$ cat src/rtl/rtc_shadow_pkg.sv
package rtc_shadow_pkg;
   localparam int unsigned OFS_SEC_LIVE   = 8'h08;
   localparam int unsigned OFS_SEC_SHADOW = 8'h0C;
   localparam int unsigned OFS_MSEC       = 8'h10;

   typedef enum logic [1:0] {
      SEL_NONE   = 2'd0,
      SEL_LIVE   = 2'd1,
      SEL_SHADOW = 2'd2,
      SEL_MSEC   = 2'd3
   } reg_sel_e;
endpackage

$ cat src/rtl/rtc_subsec_counter.sv
module rtc_subsec_counter #(
   parameter int unsigned MODULUS = 1000,
   localparam int unsigned CW = (MODULUS > 1) ? $clog2(MODULUS) : 1
) (
   input  logic          clk,
   input  logic          rst_n,
   input  logic          step,
   input  logic          clear,
   output logic [CW-1:0] count,
   output logic          carry
);
   logic at_top;

   initial begin
      assert (MODULUS >= 2) else $error("MODULUS must be at least 2");
   end

   generate
      if ((MODULUS & (MODULUS - 1)) == 0) begin : g_pow2
         assign at_top = &count;
      end else begin : g_cmp
         assign at_top = (count == CW'(MODULUS - 1));
      end
   endgenerate

   assign carry = step && at_top && !clear;

   always_ff @(posedge clk) begin
      if (!rst_n || clear) begin
         count <= '0;
      end else if (step) begin
         count <= at_top ? '0 : count + 1'b1;
      end
   end

   a_r2_step : assert property (@(posedge clk) disable iff (!rst_n)
      (step && !clear && count != CW'(MODULUS - 1)) |=> count == $past(count) + 1'b1);
   a_r2_hold : assert property (@(posedge clk) disable iff (!rst_n)
      (!step && !clear) |=> $stable(count));
   a_r3_in_range : assert property (@(posedge clk) disable iff (!rst_n)
      count < CW'(MODULUS));
   a_r8_clear : assert property (@(posedge clk) disable iff (!rst_n)
      clear |=> count == '0);
endmodule

$ cat src/rtl/rtc_sec_counter.sv
module rtc_sec_counter #(
   parameter int unsigned SEC_W = 32
) (
   input  logic             clk,
   input  logic             rst_n,
   input  logic             inc,
   input  logic             load,
   input  logic [SEC_W-1:0] load_val,
   output logic [SEC_W-1:0] seconds
);
   initial begin
      assert (SEC_W >= 8) else $error("SEC_W too small");
   end

   always_ff @(posedge clk) begin
      if (!rst_n) begin
         seconds <= '0;
      end else if (load) begin
         seconds <= load_val;
      end else if (inc) begin
         seconds <= seconds + 1'b1;
      end
   end

   a_r3_carry_adds_one : assert property (@(posedge clk) disable iff (!rst_n)
      (inc && !load) |=> seconds == $past(seconds) + 1'b1);
   a_r3_no_spurious : assert property (@(posedge clk) disable iff (!rst_n)
      (!inc && !load) |=> $stable(seconds));
   a_r8_preset : assert property (@(posedge clk) disable iff (!rst_n)
      load |=> seconds == $past(load_val));
endmodule

$ cat src/rtl/rtc_regport.sv
module rtc_regport
   import rtc_shadow_pkg::*;
#(
   parameter int unsigned ADDR_W = 8,
   parameter int unsigned DATA_W = 32,
   parameter int unsigned SEC_W  = 32,
   parameter int unsigned MS_W   = 10
) (
   input  logic              clk,
   input  logic              rst_n,
   input  logic              req_valid,
   input  logic              req_write,
   input  logic [ADDR_W-1:0] req_addr,
   input  logic [SEC_W-1:0]  live_sec,
   input  logic [MS_W-1:0]   live_ms,
   output logic              preset,
   output logic              rsp_valid,
   output logic [DATA_W-1:0] rsp_rdata
);
   reg_sel_e         sel;
   logic             rd;
   logic [SEC_W-1:0] shadow_sec;
   logic [DATA_W-1:0] rd_mux;

   initial begin
      assert (SEC_W <= DATA_W) else $error("seconds wider than data");
      assert (MS_W <= DATA_W) else $error("milliseconds wider than data");
      assert (ADDR_W >= 5) else $error("address too narrow for map");
   end

   always_comb begin
      if (req_addr == ADDR_W'(OFS_SEC_LIVE))        sel = SEL_LIVE;
      else if (req_addr == ADDR_W'(OFS_SEC_SHADOW)) sel = SEL_SHADOW;
      else if (req_addr == ADDR_W'(OFS_MSEC))       sel = SEL_MSEC;
      else                                          sel = SEL_NONE;
   end

   assign rd     = req_valid && !req_write;
   assign preset = req_valid && req_write && (sel == SEL_LIVE);

   always_comb begin
      case (sel)
         SEL_LIVE:   rd_mux = DATA_W'(live_sec);
         SEL_SHADOW: rd_mux = DATA_W'(shadow_sec);
         SEL_MSEC:   rd_mux = DATA_W'(live_ms);
         default:    rd_mux = '0;
      endcase
   end

   always_ff @(posedge clk) begin
      if (!rst_n) begin
         shadow_sec <= '0;
         rsp_valid  <= 1'b0;
         rsp_rdata  <= '0;
      end else begin
         rsp_valid <= rd;
         if (rd) rsp_rdata <= rd_mux;
         if (rd && sel == SEL_MSEC) shadow_sec <= live_sec;
      end
   end

   a_r4_rsp_follows : assert property (@(posedge clk) disable iff (!rst_n)
      rd |=> rsp_valid);
   a_r4_rsp_single : assert property (@(posedge clk) disable iff (!rst_n)
      !rd |=> !rsp_valid);
   a_r5_capture : assert property (@(posedge clk) disable iff (!rst_n)
      (rd && sel == SEL_MSEC) |=> shadow_sec == $past(live_sec));
   a_r6_hold : assert property (@(posedge clk) disable iff (!rst_n)
      !(rd && sel == SEL_MSEC) |=> $stable(shadow_sec));
endmodule

$ cat src/rtl/rtc_shadow_clock.sv
module rtc_shadow_clock #(
   parameter int unsigned ADDR_W        = 8,
   parameter int unsigned DATA_W        = 32,
   parameter int unsigned SEC_W         = 32,
   parameter int unsigned TICKS_PER_SEC = 1000
) (
   input  logic              clk,
   input  logic              rst_n,
   input  logic              tick,
   input  logic              req_valid,
   input  logic              req_write,
   input  logic [ADDR_W-1:0] req_addr,
   input  logic [DATA_W-1:0] req_wdata,
   output logic              rsp_valid,
   output logic [DATA_W-1:0] rsp_rdata
);
   localparam int unsigned MS_W = (TICKS_PER_SEC > 1) ? $clog2(TICKS_PER_SEC) : 1;

   logic             preset;
   logic             ms_carry;
   logic [MS_W-1:0]  ms_count;
   logic [SEC_W-1:0] sec_count;

   initial begin
      assert (SEC_W == DATA_W) else $error("seconds must fill a data word");
   end

   rtc_subsec_counter #(.MODULUS(TICKS_PER_SEC)) u_subsec (
      .clk   (clk),
      .rst_n (rst_n),
      .step  (tick),
      .clear (preset),
      .count (ms_count),
      .carry (ms_carry)
   );

   rtc_sec_counter #(.SEC_W(SEC_W)) u_sec (
      .clk      (clk),
      .rst_n    (rst_n),
      .inc      (ms_carry),
      .load     (preset),
      .load_val (req_wdata),
      .seconds  (sec_count)
   );

   rtc_regport #(
      .ADDR_W (ADDR_W),
      .DATA_W (DATA_W),
      .SEC_W  (SEC_W),
      .MS_W   (MS_W)
   ) u_regs (
      .clk       (clk),
      .rst_n     (rst_n),
      .req_valid (req_valid),
      .req_write (req_write),
      .req_addr  (req_addr),
      .live_sec  (sec_count),
      .live_ms   (ms_count),
      .preset    (preset),
      .rsp_valid (rsp_valid),
      .rsp_rdata (rsp_rdata)
   );

   a_r10_wrap : assert property (@(posedge clk) disable iff (!rst_n)
      (ms_carry && !preset && sec_count == '1) |=> sec_count == '0);
endmodule

$ cat config.mk
export PLATFORM = sky130hd
export DESIGN_NAME = rtc_shadow_clock
export DESIGN_NICKNAME = d
export VERILOG_FILES = /design/src/rtl/rtc_shadow_pkg.sv /design/src/rtl/rtc_subsec_counter.sv /design/src/rtl/rtc_sec_counter.sv /design/src/rtl/rtc_regport.sv /design/src/rtl/rtc_shadow_clock.sv
export SDC_FILE = /design/constraint.sdc
export NUM_CORES = 1
export LEC_CHECK = 0
export CAP_MARGIN = 20
export CORE_UTILIZATION = 35
export CTS_BUF_LIST = sky130_fd_sc_hd__clkbuf_2 sky130_fd_sc_hd__clkbuf_4 sky130_fd_sc_hd__clkbuf_8
export DETAILED_ROUTE_END_ITERATION = 10
export DONT_BUFFER_PORTS = 1
export GPL_TIMING_DRIVEN = 0
export PLACE_DENSITY_LB_ADDON = 0.12
export SLEW_MARGIN = 0
export SYNTH_ARGS = -nofsm -noshare
export SYNTH_HDL_FRONTEND = slang
export SYNTH_HIERARCHICAL = 1
export SYNTH_SLANG_ARGS = --single-unit
$ cat constraint.sdc
create_clock -name clk -period 6.3 [get_ports clk]
set_input_delay 0.945 -clock clk [delete_from_list [all_inputs] [get_ports clk]]
set_output_delay 0.945 -clock clk [all_outputs]
set_load 0.05 [all_outputs]
==> key figures, run 1 <==
Outcome
  – Run status: complete, no violations

Pwr
  – Part of the power in registers: 0.565
  – P_leak: 1.76 nW
  – Power Internal: 0.929 mW
  – Clock share of power: 0.391
  – Switching Fraction: 0.236
  – Power Dens Cells: 213 nW/um^2
  – Comb power frac: 0.044
  – IR drop worst, VDD: 135 uV
  – NetSw: 0.287 mW

Routing
  – M1 WL: 7180 microns
  – Vias/cell: 5.72
  – DRT Pass-1 Iters: 5
  – Met2 WL: 7020 microns
  – Highest Signal Layer: met5
  – WL met3: 761 microns
  – Remaining antenna violation count: 0
  – Total Routed Length: 15200 microns
  – DRC Markers: 0
  – Routed vias: 4446
  – Routed length per instance: 19.6 microns
  – 1st-iter DRT viols: 255

Worst setup path
  – Crit-path max cell delay: 730 ps
  – CP arrival: 4350 ps
  – CP Class: in -> reg
  – Capture point of the worst reg-to-reg path: u_sec/seconds[19]
  – CP max-delay cell: nor3_1
  – Worst path cell trace: buf_6, buf_4, buf_2, nand4b_1, nor2_1, nor3_1, nand3_2, or4_1, buf_2, or4_1, a31oi_1
  – Worst Setup Start Kind: input pin
  – Crit. End Element: flop
  – FF-to-FF Start: u_subsec/count[0]
  – Critical Path End: u_sec/seconds[19]
  – Reg2reg setup slack: 2980 ps
  – Worst-path maximum fanout: 10
  – CP Launch Point: req_addr[2]
  – Critical Path RT: 6610 ps
  – FF-to-FF path depth: 8

Logic synthesis
  – Net Count, Synth: 622
  – Yosys cell types: 57
  – Synthesized flop and latch total: 107
  – Post-synth ARST share: 0
  – Yosys top cell area share: 0.407
  – Synth top area cells: dfxtp_1 (41%), mux2i_1 (11%), nand2_1 (5.7%)
  – Syn Area/Cell: 9.14 sq um
  – Synth warnings: 6
  – Top FF cell, synth: dfxtp_1
  – Synth area leader: dfxtp_1
  – EDFF count, synth: 0
  – Mapped Area: 5260 sq um
  – Sequential share of the synthesized area: 0.407
  – Mapped Cells: 575

Placement
  – Dpl hpwl: 11200 microns
  – GPL Wtd Cong: 0.820
  – Pre-CTS WS: 1970 ps
  – # port buffers: 0

Final layout
  – Area growth from synthesis to layout: 8.62%
  – Commonest cells after routing, fill and taps aside: dfxtp_1 (107), nand2_1 (80), mux2i_1 (58)
  – Total Nets Final: 633
  – Most common library cell in the layout ignoring fill and taps: dfxtp_1
  – Layout cells sized above 1: 0.0678

GRT
  – Tot GR Track Use: 0.196
  – Antenna violations before repair: 4
  – Largest net degree at the start of global routing: 17
  – First-pass GRT wire length: 23700 microns
  – Gr ovfl total: 0
  – Vias in the first global route: 4225

Clocking
  – CTS Buffer Depth: 2
  – CTS resizes: 0
  – Hold buffer count at cts: 0
  – Root Buffer Master: clkbuf_8
  – Clk sink count: 107
  – Worst skew pair latency: 390 ps
  – Postcts setup bufs: 0
  – H-tree Lvls: 3
  – Clock Pin Slew Worst Setup and Hold Paths: 90 ps
  – CTS tree: built
  – CTS buffer count: 9

Floorplanning
  – Die H: 125 microns
  – Die width: 125 microns
  – Die ar.: 15500 sq um
  – Total core area: 14600 sq um
  – IO Count: 78
  – Site Rows: 44
  – Starting density of the core: 0.360

Timing
  – Setup violations, final: 0
  – Slew Viols, Final: 0
  – Layout Skew: 11.6 ps
  – Final Cycle Share: 0.641
  – RSZ-0062 raised after global routing: no
  – Relative slew margins: 0.343
  – Post-route setup slack: 2260 ps
  – Peak Freq: 248 MHz
  – Fin. Hold Viols: 0
  – Setup tns final: 0 ps
  – Final worst path period need: 4040 ps
  – Worst Tran Pin Value: 977 ps

Flow run
  – Max-cap violations: 0

Min path
  – Hold path startpoint: u_regs/shadow_sec[31]
  – Hold crit path type: reg -> reg
-- power groups by stage --
stage          clock (mW)  sequential, mW  combinational (mW)
2_1_floorplan           0           0.701              0.0398
3_3_place_gp            0           0.702              0.0531
3_5_place_dp            0           0.703              0.0537
4_1_cts             0.492           0.687              0.0537
5_1_grt             0.520           0.688              0.0592
6_report            0.476           0.687              0.0535
-- routing by layer --
| layer | vias to the layer above | GRT usage |
|---|---|---|
| met5 | - | 0 |
| met4 | 2 | 0.0595 |
| met3 | 17 | 0.0619 |
| met2 | 100 | 0.309 |
| met1 | 2164 | 0.254 |
| li1 | 2163 | - |
-- logic make-up after synthesis --
kind of cell | after synthesis | share of synthesized area
xor gates and xnor gates | 16 | 0.0267
muxes | 58 | 0.110
adders and majority gates | 2 | 0.00476
and+or+nand+nor | 229 | 0.242
buffers and inverters | 51 | 0.0516
DFF | 107 | 0.407
AOI/OAI and AO/OA | 112 | 0.157
-- synthesized netlist by cell type, types with 4 or more instances --
master	count
a211oi_1	7
a21oi_1	9
a221oi_1	10
a311oi_1	4
a31oi_1	10
and3_1	6
and4_1	4
buf_2	10
clkbuf_1	28
dfxtp_1	107
inv_1	7
mux2i_1	58
nand2_1	80
nand3_1	17
nand4_1	18
nor2_1	24
nor2b_1	11
nor3_1	13
nor4_1	7
nor4bb_1	10
o21ai_0	22
o2bb2ai_1	32
o31ai_1	5
or3_1	8
or4_1	8
xnor2_1	8
xor2_1	8
-- per-stage QoR --
step           instance area [sq um]  hold slack (ps)  std cells  total power [mW]   util
3_3_place_gp                    5490              442        759             0.755  0.376
2_1_floorplan                   5260              434        575             0.740      -
4_1_cts                         5700              463        774              1.23  0.391
6_report                        5710              463        777              1.22  0.391
5_1_grt                         5700              482        774              1.27  0.391
3_5_place_dp                    5490              449        759             0.756  0.376
-- flip-flops by register name (all words and copies together) (netlist names) --
signal	count
u_regs/rsp_rdata	32
u_regs/rsp_valid	1
u_regs/shadow_sec	32
u_sec/seconds	32
u_subsec/count	10
-- worst max-delay path, delay by kind of cell --
family	cells	cell delay, ps
buffers and inverters	4	860
AOI/OAI and AO/OA	1	170
and+or+nand+nor	6	2340
-- cell type report --
cell class	count	area, sq um
inverter	7	26.3
fill	1440	8880
multi-input combinational	417	2840
sequential	107	2140
clock inverter	5	77.6
clock buffer	10	138
tap	184	230
antenna	3	7.51
buffer	44	245
-- worst min-delay path by stage --
stage / endpoint / slack, ps / depth (start not counted)
floorplan: u_regs/shadow_sec[10] / 430 / 2
global placement: u_regs/shadow_sec[18] / 440 / 2
detailed placement: u_regs/shadow_sec[25] / 450 / 2
CTS: u_regs/shadow_sec[25] / 460 / 2
global route: u_regs/shadow_sec[14] / 480 / 2
finish: u_regs/shadow_sec[31] / 460 / 2
Power figures use the tool's default switching activity.
==> inputs of run 2 (changes only) <==
==> constraint.sdc (replaced) <==
create_clock -name clk -period 4 [get_ports clk]
set_input_delay 0.6 -clock clk [delete_from_list [all_inputs] [get_ports clk]]
set_output_delay 0.6 -clock clk [all_outputs]
set_load 0.05 [all_outputs]
==> results of run 2 <==
Same layout as run 1 (identical final DEF). Status: complete, no violations.
Main changes from that run: setup slack after placement 1970 ps -> 13.8 ps; clock-pin slew on the worst setup and hold paths 90 ps -> 100 ps; setup slack after layout 2260 ps -> 309 ps; hold slack 463 ps -> 357 ps; register-to-register setup slack 2980 ps -> 680 ps; end point of the worst hold path u_regs/shadow_sec[31] -> u_sec/seconds[0]; total power 1.22 mW -> 1.91 mW; worst IR drop on VDD 135 uV -> 212 uV
